==> config.mk <==
export PLATFORM = sky130hd
export DESIGN_NAME = exc_entry_seq
export DESIGN_NICKNAME = d
export VERILOG_FILES = /design/src/rtl/exc_entry_pkg.sv /design/src/rtl/exc_frame_store.sv /design/src/rtl/exc_addr_gen.sv /design/src/rtl/exc_entry_ctrl.sv /design/src/rtl/exc_entry_seq.sv
export SDC_FILE = /design/constraint.sdc
export NUM_CORES = 1
export LEC_CHECK = 0
export ABC_AREA = 1
export BUFFER_PORTS_ARGS = -buffer_cell sky130_fd_sc_hd__clkbuf_2
export CELL_PAD_IN_SITES_DETAIL_PLACEMENT = 1
export CELL_PAD_IN_SITES_GLOBAL_PLACEMENT = 2
export CORE_ASPECT_RATIO = 0.8
export CORE_UTILIZATION = 31
export DETAILED_ROUTE_END_ITERATION = 10
export HOLD_SLACK_MARGIN = 0.1
export PLACE_DENSITY = 0.86
export SYNTH_ARGS = -nofsm -noshare
export SYNTH_HDL_FRONTEND = slang
export SYNTH_SLANG_ARGS = --single-unit
export TNS_END_PERCENT = 1
==> constraint.sdc <==
create_clock -name clk -period 6.2 [get_ports clk]
set_input_delay 0.93 -clock clk [delete_from_list [all_inputs] [get_ports clk]]
set_output_delay 0.93 -clock clk [all_outputs]
set_load 0.02 [all_outputs]
==> src/rtl/exc_entry_pkg.sv <==
package exc_entry_pkg;
  localparam int FRAME_WORDS = 8;
  localparam int BEAT_W      = $clog2(FRAME_WORDS);
  localparam int CODE_W      = 4;

  typedef enum logic [2:0] {
    ST_IDLE,
    ST_WAIT,
    ST_PUSH,
    ST_VEC,
    ST_DONE
  } seq_state_e;

  // Slot index in push order: PSR is pushed first, R0 last.
  localparam int SLOT_PSR = 0;
  localparam int SLOT_PC  = 1;
  localparam int SLOT_LR  = 2;
  localparam int SLOT_R12 = 3;
  localparam int SLOT_R3  = 4;
  localparam int SLOT_R2  = 5;
  localparam int SLOT_R1  = 6;
  localparam int SLOT_R0  = 7;
endpackage

==> src/rtl/exc_frame_store.sv <==
module exc_frame_store
  import exc_entry_pkg::*;
#(
  parameter int DATA_W = 32
) (
  input  logic              clk,
  input  logic              rst_n,
  input  logic              load,
  input  logic [DATA_W-1:0] in_r0,
  input  logic [DATA_W-1:0] in_r1,
  input  logic [DATA_W-1:0] in_r2,
  input  logic [DATA_W-1:0] in_r3,
  input  logic [DATA_W-1:0] in_r12,
  input  logic [DATA_W-1:0] in_lr,
  input  logic [DATA_W-1:0] in_pc,
  input  logic [DATA_W-1:0] in_psr,
  input  logic [BEAT_W-1:0] beat,
  output logic [DATA_W-1:0] word
);
  logic [DATA_W-1:0] slot_d [FRAME_WORDS];
  logic [DATA_W-1:0] slot_q [FRAME_WORDS];

  always_comb begin
    slot_d[SLOT_PSR] = in_psr;
    slot_d[SLOT_PC]  = in_pc;
    slot_d[SLOT_LR]  = in_lr;
    slot_d[SLOT_R12] = in_r12;
    slot_d[SLOT_R3]  = in_r3;
    slot_d[SLOT_R2]  = in_r2;
    slot_d[SLOT_R1]  = in_r1;
    slot_d[SLOT_R0]  = in_r0;
  end

  for (genvar g = 0; g < FRAME_WORDS; g++) begin : g_slot
    always_ff @(posedge clk or negedge rst_n) begin
      if (!rst_n) begin
        slot_q[g] <= '0;
      end else if (load) begin
        slot_q[g] <= slot_d[g];
      end
    end
  end

  assign word = slot_q[beat];
endmodule

==> src/rtl/exc_addr_gen.sv <==
module exc_addr_gen #(
  parameter int                  ADDR_W   = 32,
  parameter int                  NUM_W    = 6,
  parameter logic [ADDR_W-1:0]   VEC_BASE = '0
) (
  input  logic              clk,
  input  logic              rst_n,
  input  logic              load_sp,
  input  logic              step,
  input  logic [ADDR_W-1:0] sp_in,
  input  logic [NUM_W-1:0]  num,
  output logic [ADDR_W-1:0] sp_cur,
  output logic [ADDR_W-1:0] vec_addr
);
  localparam logic [ADDR_W-1:0] WORD_BYTES = ADDR_W'(4);

  logic [ADDR_W-1:0] sp_d;
  logic [ADDR_W-1:0] sp_q;
  logic              sp_en;

  always_comb begin
    sp_en = load_sp | step;
    sp_d  = sp_q;
    if (load_sp) begin
      sp_d = sp_in - WORD_BYTES;
    end else if (step) begin
      sp_d = sp_q - WORD_BYTES;
    end
  end

  always_ff @(posedge clk or negedge rst_n) begin
    if (!rst_n) begin
      sp_q <= '0;
    end else if (sp_en) begin
      sp_q <= sp_d;
    end
  end

  assign sp_cur   = sp_q;
  assign vec_addr = VEC_BASE + (ADDR_W'(num) << 2);
endmodule

==> src/rtl/exc_entry_ctrl.sv <==
module exc_entry_ctrl
  import exc_entry_pkg::*;
#(
  parameter int NUM_W = 6
) (
  input  logic              clk,
  input  logic              rst_n,
  input  logic              irq_take,
  input  logic [NUM_W-1:0]  irq_num,
  input  logic [CODE_W-1:0] irq_code,
  input  logic              insn_done,
  input  logic              mem_ready,
  output logic              busy,
  output logic              load_frame,
  output logic              load_sp,
  output logic              step,
  output logic [BEAT_W-1:0] beat,
  output logic              mem_valid,
  output logic              mem_write,
  output logic              capture,
  output logic              done,
  output logic [NUM_W-1:0]  num_q,
  output logic [CODE_W-1:0] code_q
);
  localparam logic [BEAT_W-1:0] LAST_BEAT = BEAT_W'(FRAME_WORDS - 1);

  seq_state_e        state_q, state_d;
  logic [BEAT_W-1:0] beat_q, beat_d;
  logic [NUM_W-1:0]  num_d;
  logic [CODE_W-1:0] code_d;
  logic              tag_en;

  always_comb begin
    state_d    = state_q;
    beat_d     = beat_q;
    num_d      = num_q;
    code_d     = code_q;
    tag_en     = 1'b0;
    load_frame = 1'b0;
    load_sp    = 1'b0;
    step       = 1'b0;
    capture    = 1'b0;
    unique case (state_q)
      ST_IDLE: begin
        if (irq_take) begin
          tag_en  = 1'b1;
          num_d   = irq_num;
          code_d  = irq_code;
          state_d = ST_WAIT;
        end
      end
      ST_WAIT: begin
        if (insn_done) begin
          load_frame = 1'b1;
          load_sp    = 1'b1;
          beat_d     = '0;
          state_d    = ST_PUSH;
        end
      end
      ST_PUSH: begin
        if (mem_ready) begin
          if (beat_q == LAST_BEAT) begin
            state_d = ST_VEC;
          end else begin
            beat_d = beat_q + 1'b1;
            step   = 1'b1;
          end
        end
      end
      ST_VEC: begin
        if (mem_ready) begin
          capture = 1'b1;
          state_d = ST_DONE;
        end
      end
      ST_DONE: begin
        state_d = ST_IDLE;
      end
      default: begin
        state_d = ST_IDLE;
      end
    endcase
  end

  always_ff @(posedge clk or negedge rst_n) begin
    if (!rst_n) begin
      state_q <= ST_IDLE;
      beat_q  <= '0;
    end else begin
      state_q <= state_d;
      beat_q  <= beat_d;
    end
  end

  always_ff @(posedge clk or negedge rst_n) begin
    if (!rst_n) begin
      num_q  <= '0;
      code_q <= '0;
    end else if (tag_en) begin
      num_q  <= num_d;
      code_q <= code_d;
    end
  end

  assign busy      = (state_q != ST_IDLE);
  assign mem_valid = (state_q == ST_PUSH) || (state_q == ST_VEC);
  assign mem_write = (state_q == ST_PUSH);
  assign done      = (state_q == ST_DONE);
  assign beat      = beat_q;

  // R10
  accept_ignore_chk: assert property (@(posedge clk) disable iff (!rst_n)
    (busy && irq_take) |=> $stable(num_q) && $stable(code_q));

  // R9
  done_pulse_chk: assert property (@(posedge clk) disable iff (!rst_n)
    done |=> (!done && !busy));

  // R2
  wait_quiet_chk: assert property (@(posedge clk) disable iff (!rst_n)
    (!busy && irq_take) |=> !mem_valid);
endmodule

==> src/rtl/exc_entry_seq.sv <==
module exc_entry_seq
  import exc_entry_pkg::*;
#(
  parameter int                DATA_W   = 32,
  parameter int                ADDR_W   = 32,
  parameter int                NUM_W    = 6,
  parameter logic [ADDR_W-1:0] VEC_BASE = '0
) (
  input  logic              clk,
  input  logic              rst_n,
  input  logic              irq_take,
  input  logic [NUM_W-1:0]  irq_num,
  input  logic [3:0]        irq_code,
  input  logic              insn_done,
  input  logic [DATA_W-1:0] gpr_r0,
  input  logic [DATA_W-1:0] gpr_r1,
  input  logic [DATA_W-1:0] gpr_r2,
  input  logic [DATA_W-1:0] gpr_r3,
  input  logic [DATA_W-1:0] gpr_r12,
  input  logic [DATA_W-1:0] gpr_lr,
  input  logic [DATA_W-1:0] gpr_pc_next,
  input  logic [DATA_W-1:0] gpr_psr,
  input  logic [ADDR_W-1:0] sp_in,
  output logic              mem_valid,
  output logic              mem_write,
  output logic [ADDR_W-1:0] mem_addr,
  output logic [DATA_W-1:0] mem_wdata,
  input  logic              mem_ready,
  input  logic [DATA_W-1:0] mem_rdata,
  output logic [DATA_W-1:0] pc_out,
  output logic [DATA_W-1:0] lr_out,
  output logic [ADDR_W-1:0] sp_out,
  output logic [NUM_W-1:0]  irq_status,
  output logic              busy,
  output logic              done
);
  localparam logic [DATA_W-CODE_W-1:0] LR_HIGH = '1;

  logic              load_frame, load_sp, step, capture;
  logic [BEAT_W-1:0] beat;
  logic [NUM_W-1:0]  num_q;
  logic [CODE_W-1:0] code_q;
  logic [DATA_W-1:0] frame_word;
  logic [ADDR_W-1:0] sp_cur, vec_addr;

  logic [DATA_W-1:0] pc_d, lr_d;
  logic [ADDR_W-1:0] sp_d;
  logic [NUM_W-1:0]  stat_d;

  exc_entry_ctrl #(.NUM_W(NUM_W)) u_ctrl (
    .clk        (clk),
    .rst_n      (rst_n),
    .irq_take   (irq_take),
    .irq_num    (irq_num),
    .irq_code   (irq_code),
    .insn_done  (insn_done),
    .mem_ready  (mem_ready),
    .busy       (busy),
    .load_frame (load_frame),
    .load_sp    (load_sp),
    .step       (step),
    .beat       (beat),
    .mem_valid  (mem_valid),
    .mem_write  (mem_write),
    .capture    (capture),
    .done       (done),
    .num_q      (num_q),
    .code_q     (code_q)
  );

  exc_frame_store #(.DATA_W(DATA_W)) u_frame (
    .clk    (clk),
    .rst_n  (rst_n),
    .load   (load_frame),
    .in_r0  (gpr_r0),
    .in_r1  (gpr_r1),
    .in_r2  (gpr_r2),
    .in_r3  (gpr_r3),
    .in_r12 (gpr_r12),
    .in_lr  (gpr_lr),
    .in_pc  (gpr_pc_next),
    .in_psr (gpr_psr),
    .beat   (beat),
    .word   (frame_word)
  );

  exc_addr_gen #(
    .ADDR_W   (ADDR_W),
    .NUM_W    (NUM_W),
    .VEC_BASE (VEC_BASE)
  ) u_addr (
    .clk      (clk),
    .rst_n    (rst_n),
    .load_sp  (load_sp),
    .step     (step),
    .sp_in    (sp_in),
    .num      (num_q),
    .sp_cur   (sp_cur),
    .vec_addr (vec_addr)
  );

  assign mem_addr  = mem_write ? sp_cur : vec_addr;
  assign mem_wdata = mem_write ? frame_word : '0;

  always_comb begin
    pc_d   = mem_rdata;
    lr_d   = {LR_HIGH, code_q};
    sp_d   = sp_cur;
    stat_d = num_q;
  end

  always_ff @(posedge clk or negedge rst_n) begin
    if (!rst_n) begin
      pc_out     <= '0;
      lr_out     <= '0;
      sp_out     <= '0;
      irq_status <= '0;
    end else if (capture) begin
      pc_out     <= pc_d;
      lr_out     <= lr_d;
      sp_out     <= sp_d;
      irq_status <= stat_d;
    end
  end

  // R6
  stall_hold_chk: assert property (@(posedge clk) disable iff (!rst_n)
    (mem_valid && !mem_ready) |=> (mem_valid && $stable(mem_write) &&
      $stable(mem_addr) && $stable(mem_wdata)));

  // R5
  push_step_chk: assert property (@(posedge clk) disable iff (!rst_n)
    (mem_valid && mem_write && mem_ready) |=>
      (!mem_write || (mem_addr == $past(mem_addr) - ADDR_W'(4))));

  // R8
  lr_magic_chk: assert property (@(posedge clk) disable iff (!rst_n)
    done |-> (lr_out[DATA_W-1:CODE_W] == LR_HIGH));
endmodule

# Word level (Yosys, flattened, before mapping)
# Cells that the tools add are included.
# word_totals
in_bits	335
elab_cells	69
out_inout_bits	170
regBits	379
# classes
reduce_logical	9
n_eq_ne	11
bitwise_logic	2
order_cmp	1
muxes	26
add_sub_neg	3
# ops
operator	count
$mux W32	6
$bmux W32 S3	1
$sub A32 B3 Y32 const B	2
$mux W3	8
$pmux W3 S4	1
$mux W1	9
$ne A2 B2 Y1 const B	4
$eq A3 B2 Y1 const B	2
$eq A3 B3 Y1 const B	2
$pmux W3 S2	1
$reduce_and A5 Y1	1
$ge A4 B4 Y1 const B	1
$ne A2 B1 Y1 const B	2
$not A3 Y4	1
$reduce_and A4 Y1	1
$reduce_bool A2 Y1	2
$add A3 B1 Y3 const B	1
$eq A3 B1 Y1 const B	1
$logic_not A3 Y1	1
$reduce_and A3 Y1	1
$reduce_bool A3 Y1	1
$reduce_and A2 Y1	1
$logic_or A1 B1 Y1	1
$or A1 B1 Y1	1

# Depth between registers and ports, before layout
# logic_depth
ltp_word	6
ltp_mapped	16
mapped_depth_nobuf	16

# Cells and area by module
# From an unflattened synthesis, not the netlist that was laid out.
# hier_totals
hier_cells	2791
area_unflattened_um2	19945.4
# modules_own_cells
module	area_each_um2	cells_each	seq_area_each_um2	instances
exc_frame_store	12440.7	1676	6406.1	1
exc_entry_seq	3677.3	513	1876.8	1
exc_addr_gen	3029.2	501	800.8	1
exc_entry_ctrl	798.3	101	400.4	1

# Least setup slack after synthesis
# No wires, ideal clock.
# synth_timing
path_type	register to output
start	reg u_ctrl.state_q[0]
end	out mem_wdata[25]
required_ps	5270
setup_slack_ps	3427
path_stages_with_launch	7
t_arrival_ps	1843
path_buffers	1
cell_sequence	dfrtp_1 > nor2_1 > nand2_1 > inv_1 > clkbuf_1 > o21ai_0 > a31oi_1
# synth_via
elab_chain_len	2
# synth_rtl
element	line_no	source
start: declaration	exc_entry_ctrl.sv:27	seq_state_e state_q, state_d;
start signal: assignment	exc_entry_ctrl.sv:90	state_q <= state_d;
$eq A3 B2 Y1	exc_entry_ctrl.sv:107	assign mem_write = (state_q == ST_PUSH);
named net mem_write	exc_entry_seq.sv:25	output logic mem_write,
$mux W32	exc_entry_seq.sv:103	assign mem_wdata = mem_write ? frame_word : '0;
end: declaration	exc_entry_seq.sv:27	output logic [DATA_W-1:0] mem_wdata,
# The timed path passes the listed nets, and every way through them passes these cells.

# Final worst setup path
# layout_timing
start	reg u_ctrl.beat_q[0], in the netlist u_ctrl.beat[0]
end	out mem_wdata[20]
# layout_via
elab_chain_len	5
# layout_rtl
element	line_no	source
start: declaration	exc_entry_ctrl.sv:28	logic [BEAT_W-1:0] beat_q, beat_d;
start signal: assignment	exc_entry_ctrl.sv:91	beat_q <= beat_d;
$not A3 Y4 (not written as such)	exc_frame_store.sv:44	assign word = slot_q[beat];
$bmux W32 S3	exc_frame_store.sv:44	
$mux W32 (not written as such) (2 in a row)	exc_frame_store.sv:44	
$mux W32	exc_entry_seq.sv:103	
# No other way between the ends. The select of a mux whose other input is x is not followed.

==> results.md <==
- The routed design could run at a clock period as short as 4560 ps.
- Of the synthesized area, sequential elements account for 0.524.
- The completed layout was analyzed and its total power is approximately 12 mW.
- The core region is 0.0572 mm^2.
- Of the available clock period, the critical path in the final layout requires 0.735.
- The post-route DRC violation count is 0.
- The via count of the first global-routing pass was 18100.
- The average wire length per cell after detail routing is 19.7 um.
- The setup check on the worst reg-to-reg path leaves a slack of about 2600 ps.
- The classification of the worst setup path is flop to output pin.
- STA classifies the critical path endpoint as an output pin.
- For the pin with the worst max-slew slack, the measured transition is between 1000 and 1500 ps.
- The sum of routed wire length over all layers is about 70 mm.
- The number of max-slew violations in the final report is 0.
- At the later pin of the worst-skew pair, clock insertion delay measures between 500 and 600 ps.
- The area of the multi-input gates is roughly 0.0074 mm^2.
- The total setup buffers inserted after CTS is 0.
- The net switching component of the power is roughly 5.3 mW.
- For this design, the sink count on the clock tree is 379.
- Registers take 0.00949 mm^2.
- Data on the critical path arrives at its endpoint at ~3600 ps.
- The total leakage power is about 12 nW.
- In this run the clock root is driven by a sky130_fd_sc_hd__clkbuf_16.
- In the routed layout, each cell is associated on average with a via count of just under 5.
- For the worst setup path, the data required time is between 5000 and 6000 ps.
- The die outline height is about 220 um.
- The worst setup path is launched from a flop.
- The first TritonRoute pass finished after 5 iterations.
- The number of antenna violations at the first check in global routing is 13.
- The area of the die is a little under 0.06 mm^2.
- sky130_fd_sc_hd__dfrtp_1 takes more of the synthesized area than any other cell.
- Once detail routing completed, the nets flagged for antenna violations numbered 0.
- The aggregate global-route resource usage is 0.237.
- In this run the count of I/O pins placed on the die edge is a little over 500.
- The synthesis-to-layout area growth is 24.0%.
- In this run, synthesis produced a sequential element count of 379.
- After synthesis, the netlist uses 31 different library cells.
- Yosys printed 0 warnings.
- The initial cell density of the core is 0.316.
- The worst-case IR drop observed on VDD is around 0.00024 V.
- The switching share of power is 0.443.
- The summed instance area of the synthesized netlist is roughly 0.018 mm^2.
- Power spread over the standard cell area amounts to between 500 and 600 mW/mm^2.
- The count of input and output buffers is between 500 and 600.
- The highest fanout seen on the critical path is 80.
- Setup violations remaining at the end of the flow were counted as 0.
- Clock-pin slew was measured on the worst setup and hold paths at 60 ps.
- The part of the power in combinational logic is 0.420.
- Sorting the synthesized cells by area gives the leading types as sky130_fd_sc_hd__dfrtp_1, sky130_fd_sc_hd__nand2_1, sky130_fd_sc_hd__o21ai_0.
- The routability-driven placement congestion ratio is around 0.89.
- For this run, the post-layout net count is between 3000 and 4000.
- The maximum buffer depth of the clock tree is 3.
- The tool flagged a number of max-cap violations equal to 0.
- The run finished with clean final reports.
- After floorplanning, the core was divided into 78 placement rows.
- The relative max-transition margin is 0.174.
- The share of the core filled with cells in the final layout is 0.392.
- The share of total power dissipated in the clock network is 0.225.
- The mean area per synthesized cell is about 7.5 um^2.
- TritonCTS built the clock tree.
- Counting the fill cells in the layout gives just over 7000.
- The share of power burned in registers is 0.355.
- After global routing the overflow that remains totals 0.
- The post-cts repair resize count is 0.
- In this run the horizontal extent of the chip is approximately 270 um.
- Once detailed placement completed, the half-perimeter wirelength came to approximately 51 mm.
- For the worst flop-to-flop path, the logic depth is 8.
- The routed layout has 17700 vias.
- Clock skew on the completed layout was measured at around 21 ps.
- The H-tree was split into 2 levels.
- After routing, the total negative slack on setup checks comes to 0 ps.
- Derived from the worst setup path, the maximum achievable clock frequency is about 220 MHz.
- Of the post-synthesis cell area, the dominant cell type holds 0.524.
- The count of mapped cells out of synthesis is between 2000 and 2500.
- Entering global routing, the biggest net connects between 100 and 150 pins.
- The cell-internal power is ~6.7 mW.
- The number of buffers created by CTS is 43.
- The first global-routing pass estimated 108 mm of wire.
- When the netlist entered floorplanning its net count stood at 2764.
- The type of the most critical hold path is input pin to asynchronous set/reset pin.
- In the final layout, the share of cells above drive strength 1 is 0.216.
- The number of hold violations in the final report was 0.
- Buffers inserted to repair hold after CTS numbered 0.
- Setup repair after global routing left no endpoint under its margin.
- The number of violations reported at the end of detailed-routing iteration 0 is 1200.
==> cell type report <==
cell class,count,share of cell area
diodes,7,0.000781
clock buffers,64,0.0559
clock inverters,14,0.00965
inverters,98,0.0168
multi-input cells,1776,0.332
flip-flops and latches,379,0.423
well taps,760,0.0424
repair buffers,520,0.119
==> cell families after synthesis <==
family | synth area share
mux | 0.000623
simple gates | 0.314
flops | 0.524
xor+xnor | 0.00484
compound gates | 0.0899
fa+ha+maj | 0.00208
buf+inv | 0.0644
==> synthesized netlist by cell type <==
cell and count:
sky130_fd_sc_hd__clkbuf_1 118, sky130_fd_sc_hd__buf_1 7, sky130_fd_sc_hd__xor2_1 3, sky130_fd_sc_hd__a31oi_1 33
sky130_fd_sc_hd__nand3_1 22, sky130_fd_sc_hd__inv_1 94, sky130_fd_sc_hd__a211oi_1 1, sky130_fd_sc_hd__buf_2 16
sky130_fd_sc_hd__ha_1 3, sky130_fd_sc_hd__nor2_4 5, sky130_fd_sc_hd__nor2_2 8, sky130_fd_sc_hd__and2_1 2
sky130_fd_sc_hd__o21ai_0 225, sky130_fd_sc_hd__nand4_1 28, sky130_fd_sc_hd__mux2_2 1, sky130_fd_sc_hd__nand3b_1 6
sky130_fd_sc_hd__nand2_2 2, sky130_fd_sc_hd__o22ai_1 34, sky130_fd_sc_hd__a21oi_1 13, sky130_fd_sc_hd__a22oi_1 1
sky130_fd_sc_hd__inv_2 3, sky130_fd_sc_hd__nor2_1 263, sky130_fd_sc_hd__nand4_4 1, sky130_fd_sc_hd__nor3_1 2
sky130_fd_sc_hd__nand2_1 1114, sky130_fd_sc_hd__dfrtp_1 379, sky130_fd_sc_hd__clkinv_1 1, sky130_fd_sc_hd__xnor2_1 7
sky130_fd_sc_hd__or2_2 2, sky130_fd_sc_hd__buf_4 30, sky130_fd_sc_hd__buf_6 2
==> worst paths after layout <==
check | startpoint | endpoint
max | u_ctrl.beat[0]$_DFFE_PN0P_ | mem_wdata[20]
min | rst_n | pc_out[24]$_DFFE_PN0P_
max reg2reg | u_ctrl.state_q[1]$_DFFE_PN0P_ | u_addr.sp_cur[4]$_DFFE_PN0P_
min reg2reg | u_frame.slot_q[209]$_DFFE_PN0N_ | u_frame.slot_q[209]$_DFFE_PN0N_
max in group asynchronous | rst_n | u_ctrl.beat[0]$_DFFE_PN0P_
min in group clk | u_frame.slot_q[209]$_DFFE_PN0N_ | u_frame.slot_q[209]$_DFFE_PN0N_
==> state kept, by name (all words and copies together), names as in the netlist <==
register,cells
u_frame.slot_q,256
u_addr.sp_cur,32
lr_out,5
pc_out,32
irq_status,6
u_ctrl.state_q,3
u_ctrl.num_q,6
sp_out,32
u_ctrl.code_q,4
u_ctrl.beat,3
==> critical path, stage by stage (launching register included) <==
cell,delay [ps]
sky130_fd_sc_hd__dfrtp_4,770
sky130_fd_sc_hd__inv_4,710
sky130_fd_sc_hd__buf_4,580
sky130_fd_sc_hd__o21ai_0,140
sky130_fd_sc_hd__o22ai_1,180
sky130_fd_sc_hd__o21ai_0,90
sky130_fd_sc_hd__a31oi_1,180
sky130_fd_sc_hd__clkbuf_2,270
==> per-layer routing <==
metal  global-route usage  wire length, um
met5                    0               88
met4               0.0616             1490
met3               0.0494             4270
met2                0.371            32300
met1                0.333            33100
==> power groups by stage <==
stage	registers (mW)	logic, mW	clock network [mW]
final	4.28	5.06	2.71
after global routing	4.41	5.67	2.89
after CTS	4.27	5.11	2.78
after detailed placement	4.29	5.08	0
after global placement	4.25	4.94	0
after floorplan	4.32	3.11	0
==> per-stage QoR <==
step / cell area, um^2 / setup slack, ps / std cells / hold WS (ps)
after global routing: 22400 / 1400 / 3616 / 498
after global placement: 20900 / 2140 / 3533 / 457
after CTS: 22400 / 1620 / 3611 / 475
after floorplan: 18100 / 3430 / 2426 / 436
after detailed placement: 20900 / 2040 / 3533 / 460
final: 22400 / 1640 / 3618 / 468
==> cells in the final DEF, fill, tap and decap left out, types with 3 or more instances in the layout <==
cell type                      n
sky130_fd_sc_hd__bufinv_16     5
sky130_fd_sc_hd__a31oi_1      33
sky130_fd_sc_hd__clkbuf_16    43
sky130_fd_sc_hd__nand3_1      21
sky130_fd_sc_hd__clkbuf_1     11
sky130_fd_sc_hd__diode_2       7
sky130_fd_sc_hd__clkbuf_8     10
sky130_fd_sc_hd__nand3b_1      6
sky130_fd_sc_hd__nor2_1      263
sky130_fd_sc_hd__clkinv_2      3
sky130_fd_sc_hd__xor2_1        3
sky130_fd_sc_hd__o21ai_0     225
sky130_fd_sc_hd__inv_1        91
sky130_fd_sc_hd__nand2_1    1114
sky130_fd_sc_hd__inv_2         4
sky130_fd_sc_hd__o22ai_1      34
sky130_fd_sc_hd__a21oi_1      13
sky130_fd_sc_hd__nor2_2        8
sky130_fd_sc_hd__nor2_4        5
sky130_fd_sc_hd__ha_1          3
sky130_fd_sc_hd__inv_6         3
sky130_fd_sc_hd__buf_4        14
sky130_fd_sc_hd__dfrtp_1     377
sky130_fd_sc_hd__clkbuf_2    503
sky130_fd_sc_hd__xnor2_1       7
sky130_fd_sc_hd__nand4_1      28
(Power assumes the default switching activity.)
